**src/rtl/skey_pkg.sv**
```systemverilog
package skey_pkg;
  localparam int SKEY_W = 4;

  typedef logic [SKEY_W-1:0] skey_t;

  typedef struct packed {
    skey_t key;
    logic  fguard;
  } frame_attr_t;

  typedef enum logic {
    ACC_FETCH = 1'b0,
    ACC_STORE = 1'b1
  } acc_kind_e;

  localparam skey_t MASTER_KEY = '0;
endpackage

```
**src/rtl/skey_table.sv**
```systemverilog
module skey_table
  import skey_pkg::*;
#(
  parameter int IDX_W = 6
) (
  input  logic        clk,
  input  logic        rst,
  input  logic        wr_en,
  input  logic [IDX_W-1:0] wr_idx,
  input  frame_attr_t wr_attr,
  input  logic [IDX_W-1:0] rd_idx,
  output frame_attr_t rd_attr
);
  localparam int DEPTH = 1 << IDX_W;

  frame_attr_t mem [DEPTH];

  always_ff @(posedge clk) begin
    if (rst) begin
      for (int i = 0; i < DEPTH; i++) mem[i] <= '0;
    end else if (wr_en) begin
      mem[wr_idx] <= wr_attr;
    end
  end

  assign rd_attr = mem[rd_idx];
endmodule

```
**src/rtl/skey_select.sv**
```systemverilog
module skey_select
  import skey_pkg::*;
(
  input  skey_t psw_key,
  input  logic  ovr_valid,
  input  skey_t ovr_key,
  output skey_t eff_key
);
  always_comb begin
    if (ovr_valid) eff_key = ovr_key;
    else           eff_key = psw_key;
  end
endmodule

```
**src/rtl/skey_judge.sv**
```systemverilog
module skey_judge
  import skey_pkg::*;
#(
  parameter int IDX_W = 6
) (
  input  logic        req_valid,
  input  logic        req_store,
  input  logic [IDX_W-1:0] req_frame,
  input  skey_t       eff_key,
  input  frame_attr_t attr,
  output logic        grant,
  output logic        deny,
  output logic [IDX_W-1:0] exc_frame
);
  logic      key_ok;
  logic      allowed;
  acc_kind_e kind;

  assign kind = acc_kind_e'(req_store);

  always_comb begin
    key_ok  = (eff_key == MASTER_KEY) || (eff_key == attr.key);
    allowed = key_ok || ((kind == ACC_FETCH) && !attr.fguard);
    grant   = req_valid && allowed;
    deny    = req_valid && !allowed;
    exc_frame = deny ? req_frame : '0;
  end
endmodule

```
**src/rtl/skey_guard.sv**
```systemverilog
module skey_guard
  import skey_pkg::*;
#(
  parameter int FRAMES = 64,
  parameter int IDX_W  = (FRAMES > 1) ? $clog2(FRAMES) : 1
) (
  input  logic             clk,
  input  logic             rst,
  input  logic             cfg_we,
  input  logic [IDX_W-1:0] cfg_frame,
  input  logic [3:0]       cfg_key,
  input  logic             cfg_fguard,
  input  logic             req_valid,
  input  logic [IDX_W-1:0] req_frame,
  input  logic             req_store,
  input  logic [3:0]       psw_key,
  input  logic             ovr_valid,
  input  logic [3:0]       ovr_key,
  output logic             grant,
  output logic             deny,
  output logic [IDX_W-1:0] exc_frame
);
  frame_attr_t wr_attr;
  frame_attr_t rd_attr;
  skey_t       eff_key;

  assign wr_attr = '{key: cfg_key, fguard: cfg_fguard};

  skey_table #(.IDX_W(IDX_W)) u_table (
    .clk     (clk),
    .rst     (rst),
    .wr_en   (cfg_we),
    .wr_idx  (cfg_frame),
    .wr_attr (wr_attr),
    .rd_idx  (req_frame),
    .rd_attr (rd_attr)
  );

  skey_select u_select (
    .psw_key   (psw_key),
    .ovr_valid (ovr_valid),
    .ovr_key   (ovr_key),
    .eff_key   (eff_key)
  );

  skey_judge #(.IDX_W(IDX_W)) u_judge (
    .req_valid (req_valid),
    .req_store (req_store),
    .req_frame (req_frame),
    .eff_key   (eff_key),
    .attr      (rd_attr),
    .grant     (grant),
    .deny      (deny),
    .exc_frame (exc_frame)
  );
endmodule

```
**config.mk**
```make
export PLATFORM = sky130hd
export DESIGN_NAME = skey_guard
export DESIGN_NICKNAME = d
export VERILOG_FILES = /design/src/rtl/skey_pkg.sv /design/src/rtl/skey_table.sv /design/src/rtl/skey_select.sv /design/src/rtl/skey_judge.sv /design/src/rtl/skey_guard.sv
export SDC_FILE = /design/constraint.sdc
export NUM_CORES = 1
export LEC_CHECK = 0
export BUFFER_PORTS_ARGS = -buffer_cell sky130_fd_sc_hd__buf_2
export CAP_MARGIN = 5
export CORE_ASPECT_RATIO = 0.7
export CORE_MARGIN = 2
export CORE_UTILIZATION = 53
export CTS_BUF_LIST = sky130_fd_sc_hd__clkbuf_4 sky130_fd_sc_hd__clkbuf_8
export CTS_CLUSTER_SIZE = 25
export DETAILED_ROUTE_END_ITERATION = 7
export GPL_TIMING_DRIVEN = 0
export PLACE_DENSITY = 0.73
export REMOVE_ABC_BUFFERS = 1
export SYNTH_ARGS = -nofsm -noshare
export SYNTH_HDL_FRONTEND = slang
export SYNTH_SLANG_ARGS = --single-unit
```
**constraint.sdc**
```tcl
create_clock -name clk -period 5.7 [get_ports clk]
set_input_delay 1.14 -clock clk [delete_from_list [all_inputs] [get_ports clk]]
set_output_delay 1.14 -clock clk [all_outputs]
set_load 0.01 [all_outputs]
```
==> results.sh, run 1 <==
export IMPL_status="finished clean"
export IMPL_synth_avg_cell_area_sq_um=14.3
export IMPL_fin_nets=1136
export IMPL_m1WireLength_mm=16.3
export IMPL_leakagePower_nw=5.93
export IMPL_reg_largest_list="u_table.mem x320"
export IMPL_clk_pin_slew_ns=0.07
export IMPL_first_pass_iters=5
export IMPL_critPathLaunchType="primary input"
export IMPL_hold_depth=4
export IMPL_relSlewSlack_pct=12.9
export IMPL_num_io_pins=39
export IMPL_die_h_um=148
export IMPL_h_tree_depth=2
export IMPL_cts_inserted_buffers=47
export IMPL_synth_edf_count=320
export IMPL_num_rows=52
export IMPL_routabilityCongestion=0.834
export IMPL_design_core_area_sq_um=29000
export IMPL_regMostFlops="u_table.mem"
export IMPL_hold_path_class="in2reg"
export IMPL_cts_tree="built"
export IMPL_finalSetupTns_ns=0
export IMPL_maxSlewViolCount=0
export IMPL_synthCells=1092
export IMPL_clkPwrFrac_pct=37.7
export IMPL_synthesis_area_sq_um=15600
export IMPL_hold_viol=0
export IMPL_dieArea_sq_um=30800
export IMPL_p_comb_share_pct=8.8
export IMPL_tightest_slew_ns=1.31
export IMPL_power_switching_mw=1.23
export IMPL_dr_wl_met3_mm=3.96
export IMPL_dp_hpwl_mm=23.7
export IMPL_grt_pass1_wl_mm=56.4
export IMPL_crit_start="req_frame[0]"
export IMPL_vdd_drop_max_uv=257
export IMPL_power_density_nw_per_um2=303
export IMPL_final_antenna_net_count=0
export IMPL_maxCapViolCount=0
export IMPL_dr_wl_met2_mm=16.2
export IMPL_cts_sinks=320
export IMPL_ys_seq_area_share_pct=61.6
export IMPL_internal_power_mw=3.91
export IMPL_end_kind="output port"
export IMPL_grt_max_degree=68
export IMPL_grt_ovfl_total=0
export IMPL_largest_register_ffs=320
export IMPL_async_flop_share_pct=0
export IMPL_cp_max_fo=39
export IMPL_total_power_mw=5.14
export IMPL_highest_layer="met4"
export IMPL_crit_path_end="deny"
export IMPL_crit_arrival_ns=4.30
export IMPL_vias_per_cell=5.99
export IMPL_grtUsageTotal_pct=24.9
export IMPL_drive_gt1_share_pct=24.8
export IMPL_rsz0062_at_grt="false"
export IMPL_grt_pass1_vias=9111
export IMPL_ys_types=48
export IMPL_cts_root_buf="clkbuf_8"
export IMPL_wl_mm=37.2
export IMPL_path_class="in2out"
export IMPL_synth_warnings=0
export IMPL_max_freq_mhz=184
export IMPL_cp_required_ns=4.56
export IMPL_antenna_found_initial=0
export IMPL_switching_share_pct=23.9
export IMPL_drt_initial_drc_count=1048
export IMPL_area_growth_pct=8.89
export IMPL_ys_seq_elements=320
export IMPL_start_util_pct=53.9
export IMPL_finalSetupViolCount=0
export IMPL_vias=9122
export IMPL_seqPwrFrac_pct=53.5
export IMPL_period_needed_ns=5.44
export IMPL_avgRoutedWirePerCell_um=24.4
export IMPL_die_width_um=209
export IMPL_route_detailed_drc=0
export IMPL_finalCritPeriodShare_pct=95.4
export IMPL_port_buffers=38
export IMPL_synth_top_flop_cell="edfxtp_1"
export IMPL_ctsLongestPathBuffers=3
how the worst min path moves through the flow:
stage                       from                  to  slack, ns
floorplan             cfg_fguard   u_table.mem[0][0]       1.34
global placement    cfg_frame[1]  u_table.mem[58][3]       1.97
detailed placement  cfg_frame[1]  u_table.mem[58][3]       1.96
CTS                 cfg_frame[1]  u_table.mem[58][1]       1.31
global route        cfg_frame[1]  u_table.mem[10][3]       1.38
finish              cfg_frame[1]  u_table.mem[58][1]       1.38
layer usage:
metal | global-route usage, % | up-vias
met5 | 0 | -
li1 | - | 4035
met1 | 37.5 | 4585
met2 | 36.2 | 439
met3 | 6.86 | 63
met4 | 6.50 | 0
area by class of cell:
type,count,area (sq um)
diodes,1,2.50
clock buffers,62,766
clock inverters,25,199
fillers,2279,12000
inverters,4,15.0
multi-input cells,691,5640
flip-flops and latches,320,9610
well taps,378,473
repair buffers,41,273
metrics by stage:
stage               cell area (sq um)  hold slack, ns  utilization (%)  setup slack [ns]  std cells
floorplan                       15300            1.34                -              1.61       1015
global placement                15900            1.97             55.0            -0.843       1431
detailed placement              16000            1.96             55.2            0.0338       1433
CTS                             16900            1.31             58.5            0.0279       1520
global route                    17000            1.38             58.6            0.0511       1521
finish                          17000            1.38             58.7             0.263       1522
cell usage after synthesis, drive strengths merged, types with 2 or more instances:
master  instances  area (sq um)
or2            65           407
nor2b           5          31.3
nand3           6          30.0
mux2            4          45.0
mux4           78          1760
and2          322          2010
o22a            3          26.3
o21ai           2          10.0
mux2i          23           230
nand2b          3          18.8
or3             6          37.5
or3b            9          78.8
xor2            4          35.0
edfxtp        320          9610
nand2          16          60.1
o211ai          2          20.0
o311ai          3          33.8
nor2           70           263
a22oi           6          45.0
a21oi           4          20.0
nor4            3          18.8
a21boi          3          22.5
nand4           6          43.8
o22ai          16           100
nor3b           2          15.0
nand3b         12          90.1
xnor2           7          61.3
clkbuf         52           195
buf            25           145
inv             4          15.0
worst max-delay path: stages:
cell and delay, ns:
buf_4 0.37, buf_16 0.33, mux4_2 0.57, mux2i_2 0.34, xnor2_1 0.19, o22ai_1 0.11
or3_1 0.40, o311ai_4 0.42, nand2_1 0.18, buf_2 0.18
kinds of logic (layout without fill, tap and decap cells):
group	after synthesis	after routing	share of synthesized area, %
AOI/OAI and AO/OA	46	46	2.32
xor gates and xnor gates	11	11	0.618
buffers and inverters	81	132	2.28
DFF	320	320	61.6
muxes	105	105	13.1
other	0	1	0
and+or+nand+nor	529	529	20.1
power groups by stage:
stage / logic (mW) / clock network [mW] / registers (mW)
finish: 0.455 / 1.94 / 2.75
global route: 0.486 / 2.06 / 2.76
CTS: 0.448 / 1.96 / 2.75
detailed placement: 0.446 / 0 / 2.80
global placement: 0.438 / 0 / 2.79
floorplan: 0.253 / 0 / 2.77
layout by cell type, fill, tap and decap left out, types with 5 or more instances in the layout:
cell type  synthesis  layout
mux2i_1           23      22
or3b_2             9       9
nand3b_1          12      12
clkbuf_8           0      48
mux4_2            77      77
or3_1              6       6
buf_2             11      35
or2_2             65      65
clkinv_2           0      11
o22ai_1           16      16
xnor2_1            7       7
clkbuf_4           0      14
nand2_1           16      16
nor2b_1            5       5
nand4_1            5       5
a22oi_1            6       6
nand3_1            6       6
edfxtp_1         320     320
and2_1           322     322
nor2_1            70      70
clkinv_1           0       8
repair_timing:
action,in CTS,in global routing
resized for setup,0,2
hold buffers,0,0
buffers inserted,0,0
endpoints found under the setup margin,0,8
Power figures use the tool's default switching activity.
==> run 2: changes to the inputs <==
ABC_AREA = 1   (was unset)
==> results.sh, run 2 <==
export IMPL_clkPwrFrac_pct=36.8
export IMPL_antenna_found_initial=1
export IMPL_power_switching_mw=1.28
export IMPL_ctsLongestPathBuffers=3
export IMPL_synth_warnings=0
export IMPL_area_growth_pct=8.56
export IMPL_reg_largest_list="u_table.mem x320"
export IMPL_cp_max_fo=41
export IMPL_synth_area_leaders="edfxtp_1, nand2_1, nor2_1"
export IMPL_vias=11633
export IMPL_tightest_slew_ns=1.40
export IMPL_vias_per_cell=5.75
export IMPL_clk_pin_slew_ns=0.06
export IMPL_grt_pass1_wl_mm=60.3
export IMPL_grt_ovfl_total=0
export IMPL_largest_register_ffs=320
export IMPL_finalSetupViolCount=0
export IMPL_regMostFlops="u_table.mem"
export IMPL_fin_nets=1646
export IMPL_cts_inserted_buffers=48
export IMPL_ys_seq_elements=320
export IMPL_start_util_pct=54.0
export IMPL_crit_arrival_ns=4.32
export IMPL_synthCells=1625
export IMPL_die_width_um=205
export IMPL_first_pass_iters=6
export IMPL_yosys_cell_count_top_type="nand2_1"
export IMPL_maxSlewViolCount=0
export IMPL_finalCritPeriodShare_pct=95.8
export IMPL_port_buffers=38
export IMPL_async_flop_share_pct=0
export IMPL_synth_top_cell_area_share_pct=63.9
export IMPL_p_comb_share_pct=9.0
export IMPL_grt_max_degree=125
export IMPL_hold_path_class="in2reg"
export IMPL_multiInputGateArea_sq_um=4840
export IMPL_die_h_um=145
export IMPL_final_common_cell="nand2_1"
export IMPL_hold_viol=0
export IMPL_maxCapViolCount=0
export IMPL_synth_avg_cell_area_sq_um=9.25
export IMPL_end_kind="output port"
export IMPL_relSlewSlack_pct=5.73
export IMPL_synth_top_cell_by_area="edfxtp_1"
export IMPL_drt_initial_drc_count=1539
export IMPL_design_core_area_sq_um=27800
export IMPL_fin_util_pct=58.7
export IMPL_ys_seq_area_share_pct=63.9
export IMPL_cp_required_ns=4.56
export IMPL_internal_power_mw=3.78
export IMPL_ctsHoldBuffers=0
export IMPL_synth_top_flop_cell="edfxtp_1"
export IMPL_layout_common_cells="nand2_1, nor2_1, edfxtp_1"
export IMPL_leakagePower_nw=6.48
export IMPL_cts_root_buf="clkbuf_8"
export IMPL_grtUsageTotal_pct=26.7
export IMPL_status="finished clean"
export IMPL_path_class="in2out"
export IMPL_drive_gt1_share_pct=8.17
export IMPL_synth_cells_most_frequent="nand2_1, nor2_1, edfxtp_1, nand3_1, clkbuf_1"
export IMPL_cts_sinks=320
export IMPL_synth_edf_count=320
export IMPL_synthesis_area_sq_um=15000
export IMPL_num_io_pins=39
export IMPL_fillers=2466
export IMPL_dieArea_sq_um=29700
export IMPL_dp_hpwl_mm=23.2
export IMPL_hold_slack_ns=1.15
export IMPL_h_tree_depth=2
export IMPL_power_density_nw_per_um2=310
export IMPL_route_detailed_drc=0
export IMPL_routabilityCongestion=0.899
export IMPL_final_antenna_net_count=0
export IMPL_critPathLaunchType="primary input"
export IMPL_vdd_drop_max_uv=198
export IMPL_ff_latch_area_sq_um=9610
export IMPL_cts_tree="built"
export IMPL_grt_pass1_vias=10914
export IMPL_rsz0062_at_grt="false"
export IMPL_num_rows=51
export IMPL_max_freq_mhz=183
export IMPL_post_cts_buffers=0
export IMPL_postCtsResizedCells=0
export IMPL_period_needed_ns=5.46
export IMPL_avgRoutedWirePerCell_um=19.4
export IMPL_wl_mm=39.3
export IMPL_switching_share_pct=25.2
export IMPL_ys_types=22
export IMPL_seqPwrFrac_pct=54.2
[run 2: cell families after synthesis]
| family | Yosys count | synth area share, % |
|---|---|---|
| multiplexers | 2 | 0.133 |
| flip-flops | 320 | 63.9 |
| AND/OR/NAND/NOR | 1126 | 30.5 |
| buffers and inverters | 135 | 3.94 |
| AO/OA/AOI/OAI | 42 | 1.51 |
[run 2: through the flow]
stage / setup slack, ns / TNS, ns / power, mW / cell area (sq um) / instances
2_1_floorplan: 1.13 / 0 / 3.04 / 14500 / 1518
3_3_place_gp: -3.33 / -139.64 / 3.23 / 15200 / 1927
3_5_place_dp: 0.319 / 0 / 3.24 / 15400 / 1935
4_1_cts: 0.317 / 0 / 5.06 / 16300 / 2022
5_1_grt: 0.0222 / 0 / 5.22 / 16300 / 2023
6_report: 0.241 / 0 / 5.06 / 16300 / 2024
[run 2: worst max-delay path: stages]
cell and delay (ns):
buf_2 0.71, inv_1 0.74, buf_16 0.38, nand3_1 0.09
nand2_1 0.07, nand2_1 0.11, nand3_1 0.18, nand3_1 0.15
nand2_1 0.06, nand2_1 0.05, nand2_1 0.05, nor2_1 0.14
nand2_2 0.10, nand3_4 0.09, nor2_1 0.05, buf_2 0.18
[run 2: metal layers]
layer / wire (um) / vias to the layer above / GRT usage (%) / part of all wire (%)
met5: 0 / - / 0 / 0
met4: 1010 / 0 / 8.45 / 2.6
met3: 4670 / 71 / 6.04 / 12
met2: 17300 / 663 / 39.7 / 44
met1: 16300 / 5470 / 39.1 / 41
li1: - / 5429 / - / -
[run 2: power groups by stage]
stage / logic (mW) / clock network [mW] / registers, mW
after floorplan: 0.261 / 0 / 2.78
after global placement: 0.439 / 0 / 2.79
after detailed placement: 0.448 / 0 / 2.79
after CTS: 0.449 / 1.87 / 2.74
after global routing: 0.502 / 1.96 / 2.75
final: 0.457 / 1.86 / 2.74
[run 2: cell type report]
type                       count  share of cell area, %
antenna                        1                 0.0153
sequential                   320                   58.9
timing repair buffer          47                   2.17
clock inverter                20                  0.675
inverter                      28                  0.767
multi-input combinational   1170                   29.7
clock buffer                  67                   4.96
tap                          371                   2.84
[run 2: path summary, 6_finish.rpt]
path / from / end / slack (ns) / cells past startpoint
setup / recovery: req_frame[2] / exc_frame[1] / 0.24 / 16
hold / removal: cfg_fguard / u_table.mem[55][0] / 1.15 / 3
